## config.mk

```make
export PLATFORM = sky130hd
export DESIGN_NAME = bar_cfg_encoder
export DESIGN_NICKNAME = d
export VERILOG_FILES = /design/src/rtl/bar_enc_pkg.sv /design/src/rtl/bar_size_class.sv /design/src/rtl/bar_slot_map.sv /design/src/rtl/bar_ctrl_select.sv /design/src/rtl/bar_cfg_encoder.sv
export SDC_FILE = /design/constraint.sdc
export NUM_CORES = 1
export LEC_CHECK = 0
export BUFFER_PORTS_ARGS = -buffer_cell sky130_fd_sc_hd__buf_2
export CAP_MARGIN = 10
export CORE_UTILIZATION = 52
export CTS_CLUSTER_SIZE = 30
export DETAILED_ROUTE_END_ITERATION = 10
export PLACE_DENSITY = 0.82
export SLEW_MARGIN = 40
export SYNTH_ARGS = -nofsm -noshare
export SYNTH_HDL_FRONTEND = slang
export SYNTH_SLANG_ARGS = --single-unit
export TNS_END_PERCENT = 10
```

## constraint.sdc

```tcl
create_clock -name clk -period 10.14 [get_ports clk]
set_input_delay 2.028 -clock clk [delete_from_list [all_inputs] [get_ports clk]]
set_output_delay 2.028 -clock clk [all_outputs]
set_load 0.005 [all_outputs]
```

## src/rtl/bar_enc_pkg.sv

```systemverilog
package bar_enc_pkg;
    // Control codes decoded by the BAR setup logic downstream
    typedef enum logic [2:0] {
        CTRL_OFF    = 3'd0,
        CTRL_IO32   = 3'd1,
        CTRL_MEM32  = 3'd4,
        CTRL_PMEM32 = 3'd5,
        CTRL_MEM64  = 3'd6,
        CTRL_PMEM64 = 3'd7
    } bar_ctrl_e;

    localparam int CTRL_W = 3;
endpackage

```

## src/rtl/bar_size_class.sv

```systemverilog
module bar_size_class #(
    parameter int SIZE_W    = 64,
    parameter int APER_W    = 5,
    parameter int MIN_LOG2  = 7,
    parameter int WIDE_LOG2 = 31
) (
    input  logic [SIZE_W-1:0] req_size,
    output logic [APER_W-1:0] aperture,
    output logic              wide,
    output logic              too_big
);
    localparam int LOG_W = $clog2(SIZE_W + 1);
    localparam logic [SIZE_W-1:0] FLOOR_SZ = SIZE_W'(1) << MIN_LOG2;
    localparam logic [LOG_W-1:0] APER_MAX = LOG_W'((1 << APER_W) - 1);

    logic [SIZE_W-1:0] floored;
    logic [SIZE_W-1:0] minus_one;
    logic [LOG_W-1:0]  lg;
    logic [LOG_W-1:0]  ap_full;

    always_comb begin
        floored   = (req_size < FLOOR_SZ) ? FLOOR_SZ : req_size;
        minus_one = floored - SIZE_W'(1);
        lg        = '0;
        // position of highest set bit plus one gives the rounded-up log2
        for (int i = 0; i < SIZE_W; i++) begin
            if (minus_one[i]) lg = LOG_W'(i + 1);
        end
        ap_full  = lg - LOG_W'(MIN_LOG2);
        too_big  = ap_full > APER_MAX;
        aperture = too_big ? '0 : ap_full[APER_W-1:0];
        wide     = lg > LOG_W'(WIDE_LOG2);
    end
endmodule

```

## src/rtl/bar_slot_map.sv

```systemverilog
module bar_slot_map #(
    parameter int IDX_W    = 3,
    parameter int SLOTS    = 4,
    parameter int NUM_BARS = 6
) (
    input  logic [IDX_W-1:0]         idx,
    output logic                     word,
    output logic [$clog2(SLOTS)-1:0] slot,
    output logic                     idx_bad,
    output logic                     idx_odd
);
    localparam int SLOT_W = $clog2(SLOTS);

    always_comb begin
        word    = idx >= IDX_W'(SLOTS);
        slot    = idx[SLOT_W-1:0];
        idx_bad = idx >= IDX_W'(NUM_BARS);
        idx_odd = idx[0];
    end
endmodule

```

## src/rtl/bar_ctrl_select.sv

```systemverilog
module bar_ctrl_select
    import bar_enc_pkg::*;
(
    input  logic      is_io,
    input  logic      prefetch,
    input  logic      wide,
    input  logic      off,
    output bar_ctrl_e ctrl
);
    always_comb begin
        if (off) begin
            ctrl = CTRL_OFF;
        end else if (is_io) begin
            ctrl = CTRL_IO32;
        end else begin
            unique case ({prefetch, wide})
                2'b11:   ctrl = CTRL_PMEM64;
                2'b10:   ctrl = CTRL_PMEM32;
                2'b01:   ctrl = CTRL_MEM64;
                default: ctrl = CTRL_MEM32;
            endcase
        end
    end
endmodule

```

## src/rtl/bar_cfg_encoder.sv

```systemverilog
module bar_cfg_encoder
    import bar_enc_pkg::*;
#(
    parameter int SIZE_W    = 64,
    parameter int ADDR_W    = 64,
    parameter int APER_W    = 5,
    parameter int IDX_W     = 3,
    parameter int SLOTS     = 4,
    parameter int NUM_BARS  = 6,
    parameter int MIN_LOG2  = 7,
    parameter int WIDE_LOG2 = 31
) (
    input  logic              clk,
    input  logic              rst_n,
    input  logic              in_valid,
    output logic              in_ready,
    input  logic [SIZE_W-1:0] in_size,
    input  logic              in_is_io,
    input  logic              in_prefetch,
    input  logic              in_mem64,
    input  logic              in_disable,
    input  logic [IDX_W-1:0]  in_bar,
    input  logic [ADDR_W-1:0] in_base,
    output logic              out_valid,
    output logic [APER_W-1:0] out_aperture,
    output logic [2:0]        out_ctrl,
    output logic              out_word,
    output logic [1:0]        out_slot,
    output logic              out_mem64,
    output logic              out_err,
    output logic [31:0]       out_addr_lo,
    output logic [31:0]       out_addr_hi
);
    localparam int HALF_W = ADDR_W / 2;
    localparam int SLOT_W = $clog2(SLOTS);

    typedef struct packed {
        logic              valid;
        logic              ready;
        logic [APER_W-1:0] aper;
        logic [CTRL_W-1:0] ctrl;
        logic              word;
        logic [SLOT_W-1:0] slot;
        logic              mem64;
        logic              err;
        logic [HALF_W-1:0] lo;
        logic [HALF_W-1:0] hi;
    } enc_state_t;

    enc_state_t state_d, state_q;

    logic [APER_W-1:0] aper_w;
    logic              wide_w, too_big_w;
    logic              word_w, idx_bad_w, idx_odd_w;
    logic [SLOT_W-1:0] slot_w;
    bar_ctrl_e         ctrl_w;

    bar_size_class #(
        .SIZE_W(SIZE_W), .APER_W(APER_W),
        .MIN_LOG2(MIN_LOG2), .WIDE_LOG2(WIDE_LOG2)
    ) u_size (
        .req_size(in_size), .aperture(aper_w), .wide(wide_w), .too_big(too_big_w)
    );

    bar_slot_map #(
        .IDX_W(IDX_W), .SLOTS(SLOTS), .NUM_BARS(NUM_BARS)
    ) u_slot (
        .idx(in_bar), .word(word_w), .slot(slot_w),
        .idx_bad(idx_bad_w), .idx_odd(idx_odd_w)
    );

    bar_ctrl_select u_ctrl (
        .is_io(in_is_io), .prefetch(in_prefetch), .wide(wide_w),
        .off(in_disable), .ctrl(ctrl_w)
    );

    always_comb begin
        logic accept, reject, wide_mem;
        state_d       = state_q;
        state_d.ready = 1'b1;
        accept        = in_valid && state_q.ready;
        state_d.valid = accept;
        wide_mem      = !in_is_io && wide_w;
        reject        = idx_bad_w ||
                        (!in_disable && (too_big_w || (wide_mem && idx_odd_w)));
        if (accept) begin
            state_d.word  = word_w;
            state_d.slot  = slot_w;
            state_d.err   = reject;
            state_d.mem64 = in_mem64 || (wide_mem && !reject && !in_disable);
            if (reject || in_disable) begin
                state_d.aper = '0;
                state_d.ctrl = CTRL_OFF;
                state_d.lo   = '0;
                state_d.hi   = '0;
            end else begin
                state_d.aper = aper_w;
                state_d.ctrl = ctrl_w;
                state_d.lo   = in_base[HALF_W-1:0];
                state_d.hi   = in_base[ADDR_W-1:HALF_W];
            end
        end
    end

    always_ff @(posedge clk) begin
        if (!rst_n) state_q <= '0;
        else        state_q <= state_d;
    end

    assign in_ready     = state_q.ready;
    assign out_valid    = state_q.valid;
    assign out_aperture = state_q.aper;
    assign out_ctrl     = state_q.ctrl;
    assign out_word     = state_q.word;
    assign out_slot     = state_q.slot;
    assign out_mem64    = state_q.mem64;
    assign out_err      = state_q.err;
    assign out_addr_lo  = state_q.lo;
    assign out_addr_hi  = state_q.hi;


    err_zero_chk: assert property (@(posedge clk) disable iff (!rst_n)
        (state_q.valid && state_q.err) |-> (state_q.ctrl == CTRL_OFF && state_q.aper == '0));


    wide_even_chk: assert property (@(posedge clk) disable iff (!rst_n)
        (state_q.valid && (state_q.ctrl == CTRL_MEM64 || state_q.ctrl == CTRL_PMEM64))
        |-> !state_q.slot[0]);


    wide_flag_chk: assert property (@(posedge clk) disable iff (!rst_n)
        (state_q.valid && (state_q.ctrl == CTRL_MEM64 || state_q.ctrl == CTRL_PMEM64))
        |-> state_q.mem64);


    one_cycle_chk: assert property (@(posedge clk) disable iff (!rst_n)
        state_q.valid |-> $past(in_valid && state_q.ready));
endmodule

```

Word-level counts from Yosys, hierarchy flattened. Index checks and enable logic that the tools add are counted.

Add/subtract/negate cells: 2. Multiply operators: 0. Div/mod/pow operators: 0. Order comparisons: 5. Eq/ne operators: 3. Shift operators: 0. Mux-type cells: 73. Bitwise logic cells: 0. Reduce and logical (&&, ||, !) cells: 13.

Operators with widths (number): $mux 6 (32); $mux 64 (2); $mux 5 (17); $mux 78 (1); $mux 77 (1); $lt 64x8->1 const B (1); $sub 64x1->64 const B (1); $mux 4 (8); $mux 3 (6); $gt 7x5->1 const B (2); $mux 8 (1); $mux 7 (1); $sub 7x3->7 const B (1); $ge 3x3->1 const B (2); $logic_and 1x1->1 (6); $pmux 2 s3 (1); $eq 2x2->1 const B (2); $logic_or 1x1->1 (4); $mux 2 (2); $logic_not 1->1 (3); $eq 2x1->1 const B (1); $mux 1 (1).

Register bits: 79. Bits in latches: 0. RAM bits: 0. ROM bits: 0. Input bits: 138. Output and inout port bits: 79. Logic and storage cells: 106. Memories: 0.

Logic depth before layout (Yosys ltp).
Word-level depth: 79. Mapped depth: 31.

Hierarchy. From an unflattened synthesis, not the netlist that was laid out.

Cells, all modules: 824. Area total of the unflattened synthesis: 6717.7 µm².

By module, submodules not included: bar_size_class (instances 1, cells each 624, area an instance 4096.4 µm²); bar_cfg_encoder (instances 1, cells each 192, area an instance 2562.5 µm²); bar_slot_map (instances 1, cells each 5, area an instance 32.5 µm²); bar_ctrl_select (instances 1, cells each 3, area an instance 26.3 µm²).

Worst setup path before layout. No wires, ideal clock.

Kind: in2reg. Start point: input port in_size[9]. End point: register state_q, in the netlist out_aperture[4]. Setup time: 117 ps. Arrival time: 8263 ps. Required time: 10023 ps. Path slack: 1760 ps. Stages on the path: 31. Path through: buf_2 -> or4_1 -> clkbuf_1 -> nor4_1 -> and3_1 -> buf_2 -> nand3_1 -> nand2_1 -> ha_1 -> nand2b_1 -> clkbuf_1 -> nor4_1 -> nand3_1 -> a2111oi_0 -> mux2i_1 -> nor4b_1 -> o211ai_1 -> a2111oi_0 -> or3_1 -> a211o_1 -> inv_1 -> ha_1 -> and2_1 -> a21o_1 -> a211o_1 -> o41a_1 -> nor3_2 -> and4b_1 -> buf_6 -> buf_6 -> a22o_1.

Cells in the longest elaborated chain, start to end: 75.

RTL lines: start: declaration (line bar_cfg_encoder.sv:17) `input logic [SIZE_W-1:0] in_size,`; $lt 64x8->1 (line bar_size_class.sv:22) `floored = (req_size < FLOOR_SZ) ? FLOOR_SZ : req_size;`; $mux 64 * (line bar_size_class.sv:22); $sub 64x1->64 * (line bar_size_class.sv:23) `minus_one = floored - SIZE_W'(1);`; $mux 1 (line bar_size_class.sv:27) `if (minus_one[i]) lg = LOG_W'(i + 1);`; $mux 2 (2 in series) (line bar_size_class.sv:27); $mux 3 (4 in series) (line bar_size_class.sv:27); $mux 4 (8 in series) (line bar_size_class.sv:27); $mux 5 (16 in series) (line bar_size_class.sv:27); $mux 6 (32 in series) (line bar_size_class.sv:27); $mux 7 * (line bar_size_class.sv:27); branches (longest 7 deep; another with $sub 7x3->7); $mux 8 * (line bar_cfg_encoder.sv:91) `if (reject || in_disable) begin`; end signal: assignment (line bar_cfg_encoder.sv:107) `else state_q <= state_d;`; end: declaration (line bar_cfg_encoder.sv:50) `enc_state_t state_d, state_q;`.

Every way passes the cells marked *. A chain may end at the register's enable or synchronous reset.

Final worst setup path.
Start point: input port in_size[10]. End point: register state_q, in the netlist out_addr_lo[28].

Cells in the longest elaborated chain, start to end: 75.

RTL lines: $lt 64x8->1 (line bar_size_class.sv:22); $mux 64 * (line bar_size_class.sv:22); $sub 64x1->64 * (line bar_size_class.sv:23); $mux 1 (line bar_size_class.sv:27); $mux 2 (2 in series) (line bar_size_class.sv:27); $mux 3 (4 in series) (line bar_size_class.sv:27); $mux 4 (8 in series) (line bar_size_class.sv:27); $mux 5 (16 in series) (line bar_size_class.sv:27); $mux 6 (32 in series) (line bar_size_class.sv:27); $mux 7 * (line bar_size_class.sv:27); branches (longest 3 deep; another with $sub 7x3->7); $logic_or 1x1->1 * (line bar_cfg_encoder.sv:85) `(!in_disable && (too_big_w || (wide_mem && idx_odd_w)));`; $logic_and 1x1->1 * (line bar_cfg_encoder.sv:85); $logic_or 1x1->1 * (line bar_cfg_encoder.sv:84) `reject = idx_bad_w ||`; $logic_or 1x1->1 * (line bar_cfg_encoder.sv:91); $mux 64 * (line bar_cfg_encoder.sv:91).

Marked as above.

==> impl_metrics.json <==
{
  "cp-startpoint": "in_size[10]",
  "rows": 40,
  "die_area_sq_mm": 0.01272,
  "cts_tree": "built",
  "fill_cells": 1062,
  "postCtsHoldBufs": 0,
  "fin_cells": 1166,
  "synth_cells": 824,
  "worst-r2r-cell-count": 5,
  "crit_path_end_kind": "flip-flop",
  "cpMaxStageDelayCell": "or4_1",
  "finalWorstPathRequiredPeriod_ns": 9.315,
  "io_buffers": 216,
  "vias_per_cell": 6.735,
  "combPwrFrac_pct": 17.0,
  "ys_types": 78,
  "n_antenna_cell": 0,
  "cp.arrival_ns": 9.54,
  "die_w_um": 112.8,
  "hold_viol_final": 0,
  "synthToLayoutAreaGrowth_pct": 22.43,
  "switching_power_uw": 219.9,
  "pwr-share-clk_pct": 42.9,
  "powerDensity_mw_per_mm2": 99.63,
  "finalSetupTns_ns": 0,
  "num_vias": 7853,
  "place_hpwl_mm": 17.33,
  "ys_seq_area_share_pct": 24.78,
  "skew_ns": 0.009952,
  "worstSetupEndpoint": "out_addr_lo[28]",
  "pin_count": 217,
  "maxCapViolCount": 0,
  "cts_setup_buffers": 0,
  "initial_core_util_pct": 53.14,
  "gp_congestion": 1.011,
  "grt_pass1_wl_mm": 36.50,
  "post_drt_wl_per_cell_um": 19.40,
  "drv_slew": 0,
  "drtIter0Drc": 913,
  "r2r-end": "out_addr_lo[28]",
  "swShare_pct": 28.25,
  "cp.required_ns": 10.36,
  "htree_num_levels": 3,
  "clk_path_buf_depth": 2,
  "fmax_ghz": 0.1074,
  "dp.cells": 1150,
  "clk_root_buffer_cell": "clkbuf_16",
  "drive_above_1_share_pct": 26.79,
  "rsz0062_at_grt": "no",
  "die_h_um": 112.8,
  "slowest_delay_ns": 0.72,
  "first_pass_iters": 7,
  "max_slew_margin_pct": 48.00,
  "ant_nets": 0,
  "antenna_found_initial": 0,
  "crit_type": "in -> reg",
  "ys.flop_type": "dfxtp_1",
  "ir_worst_vdd_uv": 69.25,
  "coreArea_sq_mm": 0.01201,
  "grt_usage_pct": 35.11,
  "cts-resized-gates": 0,
  "worstMarginPinSlew_ns": 0.7728,
  "synth_nets": 966,
  "postSynthAreaPerCell_sq_um": 7.746,
  "timing.hold.worst.class": "reg -> reg",
  "grt_pass1_vias": 7139,
  "clock_latency_ns": 0.33,
  "ys_seq_elements": 79,
  "power_frac_seq_pct": 40.1,
  "r2r-start": "in_ready",
  "critical_path.max_fanout": 32,
  "cts_buffers": 9,
  "cts.clk_slew.worst_paths_ns": 0.07,
  "finalSetupViolations": 0,
  "p_leak_nw": 3.083,
  "grt_max_degree": 74,
  "status": "completed",
  "synthArstFlopShare_pct": 0,
  "timing.reg2reg.setup_slack_ns": 8.16,
  "crit_path_start_kind": "input pin",
  "grt-ovfl-total": 0,
  "synth_edf_count": 0,
  "drcViolationCount": 0,
  "p_int_uw": 558.6,
  "timing.final.ws_setup_ns": 0.8248,
  "syn-cell-area_sq_mm": 0.006382,
  "cts.sinks": 79,
  "totalWireLength_mm": 22.62,
  "place_ws_ns": 0.5060,
  "fin_nets": 1156,
  "ys_warn_count": 0,
  "min_period_over_period_pct": 91.87
}
## power by group through the flow
stage	combinational, mW	sequential, mW	clock, mW
2_1_floorplan	0.0686	0.319	0
3_3_place_gp	0.127	0.319	0
3_5_place_dp	0.127	0.319	0
4_1_cts	0.128	0.312	0.337
5_1_grt	0.144	0.312	0.354
6_report	0.132	0.312	0.334
## metal layers
layer,GRT usage [%],vias up,part of all wire (%)
li1,-,3643,-
met1,44.64,3616,41
met2,58.15,526,46
met3,6.052,68,9.9
met4,15.91,0,3.6
met5,0,-,0
## cells in the final DEF, fill, tap and decap left out, types with 9 or more instances in the layout
cell type  synthesis  final
dfxtp_1           79     79
a31oi_1           14     14
o211ai_1           9      9
inv_1             23     23
mux2i_1           10     10
nand3_1           30     30
nand3b_1          13     13
a21oi_1           31     31
nand4_1           13     13
nor3_1            37     37
clkbuf_16          0      9
a22o_1            72     72
xnor2_1           16     16
buf_4              0     12
or4_1             19     19
a211oi_1          12     11
buf_2             11    216
nand2_1           56     56
o21ai_0           40     39
nand2b_1          14     14
nor2_1            65     65
nor4_1            24     23
or3_1             16     16
## critical path, delay by kind of cell
| family | cells | cell delay (ns) |
|---|---|---|
| and+or+nand+nor | 13 | 3.89 |
| buffers and inverters | 3 | 0.55 |
| adders and majority gates | 2 | 0.51 |
| muxes | 1 | 0.16 |
| AOI/OAI and AO/OA | 8 | 2.40 |
## per-stage QoR
stage	hold WS, ns	power [mW]	utilization, %	cell area (sq um)
2_1_floorplan	0.4487	0.3881	-	6382
3_3_place_gp	0.4530	0.4460	62.29	7482
4_1_cts	0.4696	0.7773	64.92	7797
3_5_place_dp	0.4555	0.4468	62.33	7487
5_1_grt	0.4833	0.8098	65.05	7814
6_report	0.4641	0.7785	65.05	7814
## state kept, by name, summed over array words and instances, names as in the netlist
register and count:
out_addr_hi 32, out_addr_lo 32, out_aperture 5, out_ctrl 3, out_slot 2, in_ready 1, out_err 1, out_mem64 1
out_valid 1, out_word 1
## cell usage after synthesis, types with 6 or more instances
cell / instances / area share (%)
dfxtp_1: 79 / 25
a22o_1: 72 / 9.9
nor2_1: 65 / 3.8
nand2_1: 56 / 3.3
o21ai_0: 40 / 3.1
nor3_1: 37 / 2.9
a21oi_1: 31 / 2.4
nand3_1: 30 / 2.4
clkbuf_1: 29 / 1.7
nor4_1: 24 / 2.4
inv_1: 23 / 1.4
or4_1: 19 / 2.2
or3_1: 16 / 1.6
xnor2_1: 16 / 2.2
a31oi_1: 14 / 1.4
nand2b_1: 14 / 1.4
nand3b_1: 13 / 1.5
nand4_1: 13 / 1.3
a211oi_1: 12 / 1.4
buf_2: 11 / 0.86
mux2i_1: 10 / 1.6
a2111oi_0: 9 / 1.2
o211ai_1: 9 / 1.1
buf_6: 8 / 1.4
nor2b_1: 8 / 0.78
o2111ai_1: 8 / 1.1
o22ai_1: 8 / 0.78
a211o_1: 7 / 0.96
and3_1: 7 / 0.69
nor3b_1: 7 / 0.82
o31ai_1: 7 / 0.82
a311oi_1: 6 / 0.82
and2_1: 6 / 0.59
nor4b_1: 6 / 0.82
## worst min path at each step
stage                 from     endpoint  slack, ns  cells after the start
2_1_floorplan  out_ctrl[1]  out_ctrl[1]       0.45                      2
6_report          out_word     out_word       0.46                      2
4_1_cts           out_word     out_word       0.47                      2
5_1_grt        out_slot[0]  out_slot[0]       0.48                      2
3_5_place_dp   out_ctrl[1]  out_ctrl[1]       0.46                      2
3_3_place_gp   out_ctrl[1]  out_ctrl[1]       0.45                      2
## kinds of logic after synthesis
group / count (synthesis) / synth area share, %
AO/OA/AOI/OAI: 283 / 32.97
XOR/XNOR: 17 / 2.333
adder cells (fa/ha/maj): 4 / 0.7842
buffers and inverters: 72 / 5.391
flip-flops: 79 / 24.78
multiplexers: 11 / 1.745
AND/OR/NAND/NOR: 358 / 31.99
## cell type report
cell class	count	area, sq um	share of cell area, %
timing repair buffer	228	1171	14.99
multi-input combinational	673	4481	57.34
inverter	23	86.33	1.105
tap	147	183.9	2.354
sequential	79	1582	20.24
clock buffer	9	225.2	2.882
clock inverter	7	85.08	1.089
No activity file was read; power rests on OpenSTA's default activity.
